## src/rtl/mse_pkg.sv

```systemverilog
package mse_pkg;
  localparam int RW = 16;

  typedef enum logic [2:0] {
    S_IDLE, S_BUILD, S_OFFER, S_SCORE, S_EVAL, S_DONE
  } phase_t;

  function automatic logic [RW-1:0] lfsr_adv(input logic [RW-1:0] s);
    return {s[RW-2:0], s[15] ^ s[13] ^ s[12] ^ s[10]};
  endfunction
endpackage

```

## src/rtl/mse_lfsr.sv

```systemverilog
module mse_lfsr
  import mse_pkg::*;
(
  input  logic          clk,
  input  logic          rst_n,
  input  logic          load,
  input  logic [RW-1:0] seed,
  input  logic          step,
  output logic [RW-1:0] nxt
);
  logic [RW-1:0] state;

  assign nxt = lfsr_adv(state);

  always_ff @(posedge clk or negedge rst_n) begin
    if (!rst_n)
      state <= RW'(1);
    else if (load)
      state <= (seed == '0) ? RW'(1) : seed;
    else if (step)
      state <= nxt;
  end
endmodule

```

## src/rtl/mse_builder.sv

```systemverilog
module mse_builder
  import mse_pkg::*;
#(
  parameter int W = 32
) (
  input  logic          clk,
  input  logic          rst_n,
  input  logic          load,
  input  logic [W-1:0]  load_val,
  input  logic          shift_en,
  input  logic          flip_en,
  input  logic [RW-1:0] rnd,
  output logic [W-1:0]  chrom
);
  localparam int PW = (W > 1) ? $clog2(W) : 1;

  logic [W+RW-1:0] shifted;
  logic [PW-1:0]   pos;
  logic [W-1:0]    mask;

  assign shifted = {chrom, rnd};
  assign pos     = PW'(rnd % RW'(W));
  assign mask    = W'(1) << pos;

  always_ff @(posedge clk or negedge rst_n) begin
    if (!rst_n)
      chrom <= '0;
    else if (load)
      chrom <= load_val;
    else if (shift_en)
      chrom <= shifted[W-1:0];
    else if (flip_en)
      chrom <= chrom ^ mask;
  end
endmodule

```

## src/rtl/mse_best.sv

```systemverilog
module mse_best #(
  parameter int W  = 32,
  parameter int FW = 16
) (
  input  logic          clk,
  input  logic          rst_n,
  input  logic          clear,
  input  logic          offer,
  input  logic [W-1:0]  cand,
  input  logic [FW-1:0] score,
  output logic [W-1:0]  best_chrom,
  output logic [FW-1:0] best_fit
);
  logic have;

  always_ff @(posedge clk or negedge rst_n) begin
    if (!rst_n) begin
      have       <= 1'b0;
      best_chrom <= '0;
      best_fit   <= '0;
    end else if (clear) begin
      have       <= 1'b0;
      best_chrom <= '0;
      best_fit   <= '0;
    end else if (offer && (!have || score >= best_fit)) begin
      have       <= 1'b1;
      best_chrom <= cand;
      best_fit   <= score;
    end
  end
endmodule

```

## src/rtl/mut_search_engine.sv

```systemverilog
module mut_search_engine
  import mse_pkg::*;
#(
  parameter int W  = 32,
  parameter int N  = 4,
  parameter int FW = 16,
  parameter int GW = 16
) (
  input  logic          clk,
  input  logic          rst_n,
  input  logic          start,
  input  logic [15:0]   seed,
  input  logic [1:0]    flip_count,
  input  logic [FW-1:0] target_fit,
  input  logic [GW-1:0] max_gens,
  output logic          cand_valid,
  input  logic          cand_ready,
  output logic [W-1:0]  cand_data,
  input  logic          fit_valid,
  input  logic [FW-1:0] fit_score,
  output logic          done,
  output logic [W-1:0]  best_chrom,
  output logic [FW-1:0] best_fit
);
  localparam int K   = (W + RW - 1) / RW;
  localparam int CIW = $clog2(N + 2);
  localparam int SW  = $clog2(K + 4);

  phase_t         st;
  logic [CIW-1:0] child_idx;
  logic [SW-1:0]  step_cnt, step_need;
  logic [GW-1:0]  gen_cnt, gen_done, maxgen_q;
  logic           init_ph;
  logic [W-1:0]   parent, work, b_val;
  logic [1:0]     flips_q;
  logic [FW-1:0]  target_q;
  logic [RW-1:0]  rnd;
  logic           go, take_fit, last_child, finish;
  logic           lf_step, b_load, b_shift, b_flip;

  assign go         = start && (st == S_IDLE || st == S_DONE);
  assign take_fit   = (st == S_SCORE) && fit_valid;
  assign last_child = init_ph ? (child_idx == CIW'(N - 1)) : (child_idx == CIW'(N));
  assign gen_done   = gen_cnt + GW'(!init_ph);
  assign finish     = (best_fit >= target_q) || (gen_done == maxgen_q);
  assign lf_step    = (st == S_BUILD);
  assign b_shift    = lf_step && init_ph;
  assign b_flip     = lf_step && !init_ph;

  always_comb begin
    if (init_ph)             step_need = SW'(K);
    else if (child_idx == 0) step_need = SW'(1);
    else                     step_need = SW'(flips_q);
  end

  always_comb begin
    b_load = 1'b0;
    b_val  = parent;
    if (take_fit && !last_child && !init_ph) b_load = 1'b1;
    if (st == S_EVAL && !finish) begin
      b_load = 1'b1;
      b_val  = best_chrom;
    end
  end

  mse_lfsr u_lfsr (
    .clk(clk), .rst_n(rst_n), .load(go), .seed(seed),
    .step(lf_step), .nxt(rnd)
  );

  mse_builder #(.W(W)) u_build (
    .clk(clk), .rst_n(rst_n), .load(b_load), .load_val(b_val),
    .shift_en(b_shift), .flip_en(b_flip), .rnd(rnd), .chrom(work)
  );

  mse_best #(.W(W), .FW(FW)) u_best (
    .clk(clk), .rst_n(rst_n), .clear(go), .offer(take_fit),
    .cand(work), .score(fit_score),
    .best_chrom(best_chrom), .best_fit(best_fit)
  );

  always_ff @(posedge clk or negedge rst_n) begin
    if (!rst_n) begin
      st        <= S_IDLE;
      child_idx <= '0;
      step_cnt  <= '0;
      gen_cnt   <= '0;
      init_ph   <= 1'b1;
      parent    <= '0;
      flips_q   <= 2'd1;
      target_q  <= '0;
      maxgen_q  <= '0;
    end else begin
      case (st)
        S_IDLE, S_DONE: if (go) begin
          flips_q   <= (flip_count == 2'd0) ? 2'd1 : flip_count;
          target_q  <= target_fit;
          maxgen_q  <= max_gens;
          init_ph   <= 1'b1;
          child_idx <= '0;
          step_cnt  <= '0;
          gen_cnt   <= '0;
          st        <= S_BUILD;
        end
        S_BUILD: begin
          if (step_cnt == step_need - SW'(1)) begin
            step_cnt <= '0;
            st       <= S_OFFER;
          end else begin
            step_cnt <= step_cnt + SW'(1);
          end
        end
        S_OFFER: if (cand_ready) st <= S_SCORE;
        S_SCORE: if (fit_valid) begin
          if (last_child) begin
            st <= S_EVAL;
          end else begin
            child_idx <= child_idx + CIW'(1);
            st        <= S_BUILD;
          end
        end
        S_EVAL: begin
          gen_cnt <= gen_done;
          if (finish) begin
            st <= S_DONE;
          end else begin
            parent    <= best_chrom;
            init_ph   <= 1'b0;
            child_idx <= '0;
            st        <= S_BUILD;
          end
        end
        default: st <= S_IDLE;
      endcase
    end
  end

  assign cand_valid = (st == S_OFFER);
  assign cand_data  = work;
  assign done       = (st == S_DONE);
endmodule

```

## config.mk

```make
export PLATFORM = sky130hd
export DESIGN_NAME = mut_search_engine
export DESIGN_NICKNAME = d
export VERILOG_FILES = /design/src/rtl/mse_pkg.sv /design/src/rtl/mse_lfsr.sv /design/src/rtl/mse_builder.sv /design/src/rtl/mse_best.sv /design/src/rtl/mut_search_engine.sv
export SDC_FILE = /design/constraint.sdc
export NUM_CORES = 1
export LEC_CHECK = 0
export BUFFER_PORTS_ARGS = -buffer_cell sky130_fd_sc_hd__buf_2
export CELL_PAD_IN_SITES_DETAIL_PLACEMENT = 1
export CELL_PAD_IN_SITES_GLOBAL_PLACEMENT = 1
export CORE_UTILIZATION = 40
export DETAILED_ROUTE_END_ITERATION = 6
export MAX_ROUTING_LAYER = met4
export PLACE_DENSITY = 0.71
export REMOVE_ABC_BUFFERS = 1
export SYNTH_ARGS = -nofsm -noshare
export SYNTH_HDL_FRONTEND = slang
export SYNTH_SLANG_ARGS = --single-unit
```

## constraint.sdc

```tcl
create_clock -name clk -period 5.6 [get_ports clk]
set_input_delay 1.12 -clock clk [delete_from_list [all_inputs] [get_ports clk]]
set_output_delay 1.12 -clock clk [all_outputs]
set_load 0.01 [all_outputs]
```

Word-level counts from Yosys, hierarchy flattened:

Index checks and enable logic that the tools add are counted.

* register bits: 189
* latch bits: 0
* bits in writable memories: 0
* ROM bits: 0
* bits of input ports: 71
* output and inout bits: 82
* word-level logic and storage cells: 112
* memories kept: 0

* add/sub/neg operators: 4
* multipliers: 0
* div/mod/pow operators: 0
* $lt $le $gt $ge: 2
* equality and inequality tests: 15
* shift operators: 1
* multiplexer cells: 38
* bitwise operators: 5
* reduce and logical (&&, ||, !) cells: 33

Operators by type and width (number)
* 2-to-1 mux 32 bit: 6
* 2-to-1 mux 16 bit: 6
* 2-to-1 mux 3 bit: 12
* >= comparator 16 bit: 2
* case mux 16 bit (2 select lines): 1
* left shift 1 x 5 -> 32 bit, first input constant: 1
* bitwise XOR 32 bit: 1
* adder 16 x 1 -> 16 bit: 1
* == test 16 bit: 1
* zero test 16 bit: 1
* case mux 3 bit (5 select lines): 1
* == test 3 x 2 -> 1 bit, second input constant: 3
* == test 3 bit, second input constant: 3
* case mux 3 bit (3 select lines): 1
* logical AND 1 bit: 8
* inequality test 2 bit, second input constant: 4
* AND reduction 2 bit: 4
* nonzero test 2 bit: 4
* 2-to-1 mux 1 bit: 7
* adder 3 x 1 -> 3 bit, second input constant: 2
* zero test 3 bit: 2
* case mux 3 bit (2 select lines): 1
* nonzero test 3 bit: 2
* AND reduction 5 bit: 1
* other kinds (14): 23

Longest topological paths before layout:

* depth after elaboration: 8
* mapped depth: 15
* depth with buffers taken out: 12

By module:

From an unflattened synthesis, not the netlist that was laid out.

* cell total of the unflattened synthesis: 1006
* area total of the unflattened synthesis: 10417.5 µm²

By module, submodules not included
* mut_search_engine: instances 1, cells each 467, area an instance 4928.5 µm², seq. area each 2304.7 µm²
* mse_builder: instances 1, cells each 280, area an instance 2414.8 µm², seq. area each 800.8 µm²
* mse_best: instances 1, cells each 167, area an instance 2169.6 µm², seq. area each 1226.2 µm²
* mse_lfsr: instances 1, cells each 92, area an instance 904.6 µm², seq. area each 401.6 µm²

Least setup slack after synthesis:

OpenSTA, ideal clock, no wires.

* path kind: flip-flop to flip-flop
* from: register init_ph
* to: register parent[14]
* library setup time: 0.125 ns
* arrival time: 3.808 ns
* data required time: 5.475 ns
* setup slack: 1.668 ns
* stages on the path, launching flop included: 15
* buffers on the path: 4
* period minus slack after synthesis: 3.932 ns
* cell sequence: dfstp_2 -> clkbuf_1 -> inv_1 -> buf_1 -> ha_1 -> ha_1 -> nand2_1 -> or4_1 -> clkbuf_1 -> mux2i_1 -> o31a_1 -> o22a_1 -> a211oi_4 -> buf_4 -> mux2_2

* longest elaborated chain between the ends: 6

RTL lines
* start, declared: RTL line mut_search_engine.sv:33 `logic init_ph;`
* start signal, assigned: RTL line mut_search_engine.sv:88 `init_ph <= 1'b1;`
* start signal, assigned: RTL line mut_search_engine.sv:99 `init_ph <= 1'b1;`
* start signal, assigned: RTL line mut_search_engine.sv:128 `init_ph <= 1'b0;`
* zero test 1 bit: RTL line mut_search_engine.sv:44 `assign gen_done = gen_cnt + GW'(!init_ph);`
* adder 16 x 1 -> 16 bit: RTL line mut_search_engine.sv:44
* == test 16 bit: RTL line mut_search_engine.sv:45 `assign finish = (best_fit >= target_q) || (gen_done == maxgen_q);`
* logical OR 1 bit: RTL line mut_search_engine.sv:45
* NOT 1 bit (no source line)
* AND reduction 2 bit (no source line)
* end signal, assigned: RTL line mut_search_engine.sv:127 `parent <= best_chrom;`
* end, declared: RTL line mut_search_engine.sv:34 `logic [W-1:0] parent, work, b_val;`

No other way between the ends.
A chain may end at the register's enable or synchronous reset.

Final worst setup path:

* from: register init_ph
* to: register parent[3]

The elaborated chain is that of the path after synthesis.

==> summary.txt <==
Critical Path Fanout Max -> 88
Grt total ovfl -> 0
Leakage power total -> 5.70 nW
Cell mode on critical path -> buf_4
Hold Worst Slack -> 0.490 ns
Root Driver -> clkbuf_16
Sequential fraction of the synthesis area -> 44.9%
Fin area -> 12100 µm²
Ys flop type -> dfrtp_1
Clock tree sinks -> 189
DR iter-0 viols -> 452
Final Cycle Share -> 70.3%
Asr flop ratio synth -> 100%
Layout area overhead -> 14.7%
CP max stage cell -> a2111oi_0
GPL Wtd Cong -> 0.808
Global-route layer with the greatest usage -> met2
# nets final -> 1420
Commonest non-fill, non-tap cells in the layout -> 211 x nand2_1, 186 x dfrtp_1, 151 x buf_2
Post-Syn Area -> 10500 µm²
Initial core utilization -> 40.6%
Final wirelength -> 29900 µm
Clock Path Buffers -> 2
Relative slew margins -> 29.5%
Clock buffer count from CTS -> 17
Htree depth -> 4
Cell chain of the critical path -> inv_1, buf_4, ha_1, nand3_1, or3_1, a2111oi_0, nand4b_1, nor3_1, a211oi_4, buf_4, mux2_2
Max IR drop VDD -> 0.000245 V
Core Rows -> 59
Setup Crit Path Kind -> reg -> reg
Die area -> 27000 µm²
Chip Width -> 164 µm
Nature of the critical path endpoint -> register
Startpoint class of the critical path -> register
Fin crit period -> 3.94 ns
Register bit total from synthesis -> 189
Max-Cap Viols -> 0
Status -> finished, final reports clean
Share of cells above drive strength 1 -> 16.3%
Worst-path clk slew -> 0.08 ns
Largest net degree at the start of global routing -> 89
Vias in the first global route -> 9251
Post-cts resize count -> 0
Synthesized area per cell -> 8.76 µm²
Die H -> 164 µm
Crit-path max cell delay -> 0.57 ns
Crit path max-delay family -> simple AND/OR/NAND/NOR gates
Buf/Inv on CP -> 3
First-pass GRT wire length -> 49000 µm
Setup violators final -> 0
Most common cell after layout, fill and taps aside -> nand2_1
YS warnings -> 0
GR Util met3 -> 3.06%
Vias per cell -> 5.43
DR pass1 iterations -> 5
M1 GR Usage -> 30.1%
Pwr Density -> 537 nW/µm²
Post-DP HPWL -> 20100 µm
Actual slew at the worst max-slew pin -> 1.06 ns
M2 GR Usage -> 40.1%
I/O pin cnt -> 153
Routed wire length per instance -> 18.0 µm
Fmax -> 254 MHz
Via count -> 9006
Synth cell types -> 58
Antenna diodes -> 0
RSZ-0062 raised after global routing -> false
Post-synth EDFFs -> 0
Min-Delay Path Class -> reg -> reg
GRT Total Usage -> 23.9%
Max Slew Vio Count -> 0
I/O Buffers -> 152
Drc violations -> 0
Worst skew pair latency -> 0.44 ns
Post-CTS Setup Bufs -> 0
ANT nets after route -> 0
Initial antenna violation count -> 0
Post-Syn Instances -> 1202
Worst Skew -> 0.0154 ns
Critical path arrival -> 4.25 ns
Critical path required time -> 5.91 ns
Hold Fails Final Rpt -> 0
Placed cell area -> 11500 µm²
Post-CTS Hold Fix Bufs -> 0
Core Box Area -> 25900 µm²
CTS tree -> built
==> path summary, 6_finish.rpt <==
path / end / cells past startpoint / from / slack (ns)
min reg2reg: target_q[0] / 2 / target_q[0] / 0.49
max in group asynchronous: u_lfsr.state[6] / 2 / rst_n / 3.57
max: parent[3] / 11 / init_ph / 1.66
min: target_q[0] / 2 / target_q[0] / 0.49
min in group asynchronous: target_q[8] / 1 / rst_n / 0.74
max reg2reg: parent[3] / 11 / init_ph / 1.66
==> cell usage after synthesis, drive strengths merged (2+ instances only) <==
cell type	instances	share of area, %
and3b	2	0.17
nand3b	4	0.29
nand3	18	0.86
nor2b	8	0.48
and3	4	0.24
o2bb2ai	2	0.17
dfstp	3	0.75
xor2	11	0.91
o41ai	4	0.33
or3	7	0.42
a211oi	3	0.33
mux2	11	1.2
nand4b	2	0.17
inv	110	3.9
dfrtp	186	44
a31oi	31	1.8
xnor2	29	2.4
nor3b	4	0.29
nor2	68	2.4
o22ai	2	0.12
nand2	212	7.6
nor4	9	0.53
o31ai	4	0.29
mux2i	68	6.5
a41oi	4	0.33
nor3	31	1.5
nand4	10	0.65
o21ai	102	4.8
a21o	13	0.93
o211ai	8	0.57
o221ai	16	1.3
a21oi	70	3.3
or4	3	0.21
o21a	2	0.14
nand2b	13	0.77
clkbuf	55	2.0
ha	39	4.6
buf	19	0.99
o22a	3	0.25
==> layer usage <==
layer,routed length (µm),vias up
met2,14900,154
met4,468,0
met1,13700,4522
met3,859,25
li1,-,4305
met5,0,-
==> where the power goes <==
part           internal, mW  switching (mW)  total (mW)
combinational          1.17            1.71        2.88
clock                 0.593           0.578        1.17
sequential             1.89           0.556        2.44
==> tightest hold or removal path, cell delays in order (launching register included) <==
cell and delay, ns:
dfrtp_1 0.35, nand2_1 0.05, nand2_1 0.06
==> cells by family after synthesis <==
kind of cell             count (synthesis)  synth area share [%]
AND/OR/NAND/NOR                        398                  16.7
AO/OA/AOI/OAI                          271                  15.4
flip-flops                             189                  44.9
buffers and inverters                  184                  6.90
multiplexers                            79                  7.64
XOR/XNOR                                42                  3.77
adder cells (fa/ha/maj)                 39                  4.63
==> final cells by class <==
| class | instances | area, µm² |
|---|---|---|
| Clock inverter | 12 | 103 |
| Tap cell | 335 | 419 |
| Clock buffer | 20 | 447 |
| Fill cell | 3105 | 13800 |
| Timing Repair Buffer | 163 | 852 |
| Multi-Input combinational cell | 829 | 5110 |
| Sequential cell | 189 | 4730 |
| Inverter | 110 | 413 |
==> sequential cells by signal, indices dropped and copies added (netlist names) <==
register and cells:
u_best.best_chrom 32, maxgen_q 16, flips_q 2, parent 32, init_ph 1, st 3
u_best.have 1, target_q 16, gen_cnt 16, step_cnt 3, child_idx 3, u_build.chrom 32
u_best.best_fit 16, u_lfsr.state 16
==> through the flow <==
stage	setup slack (ns)	setup TNS (ns)	total power [mW]	std cells	utilization [%]
floorplan	-0.433	-4.97	4.28	1128	-
global placement	1.80	0	5.25	1626	44.5
detailed placement	1.73	0	5.37	1626	44.5
CTS	1.70	0	6.58	1658	46.6
global route	1.42	0	7.03	1658	46.6
finish	1.66	0	6.49	1658	46.6
(Power assumes the default switching activity.)
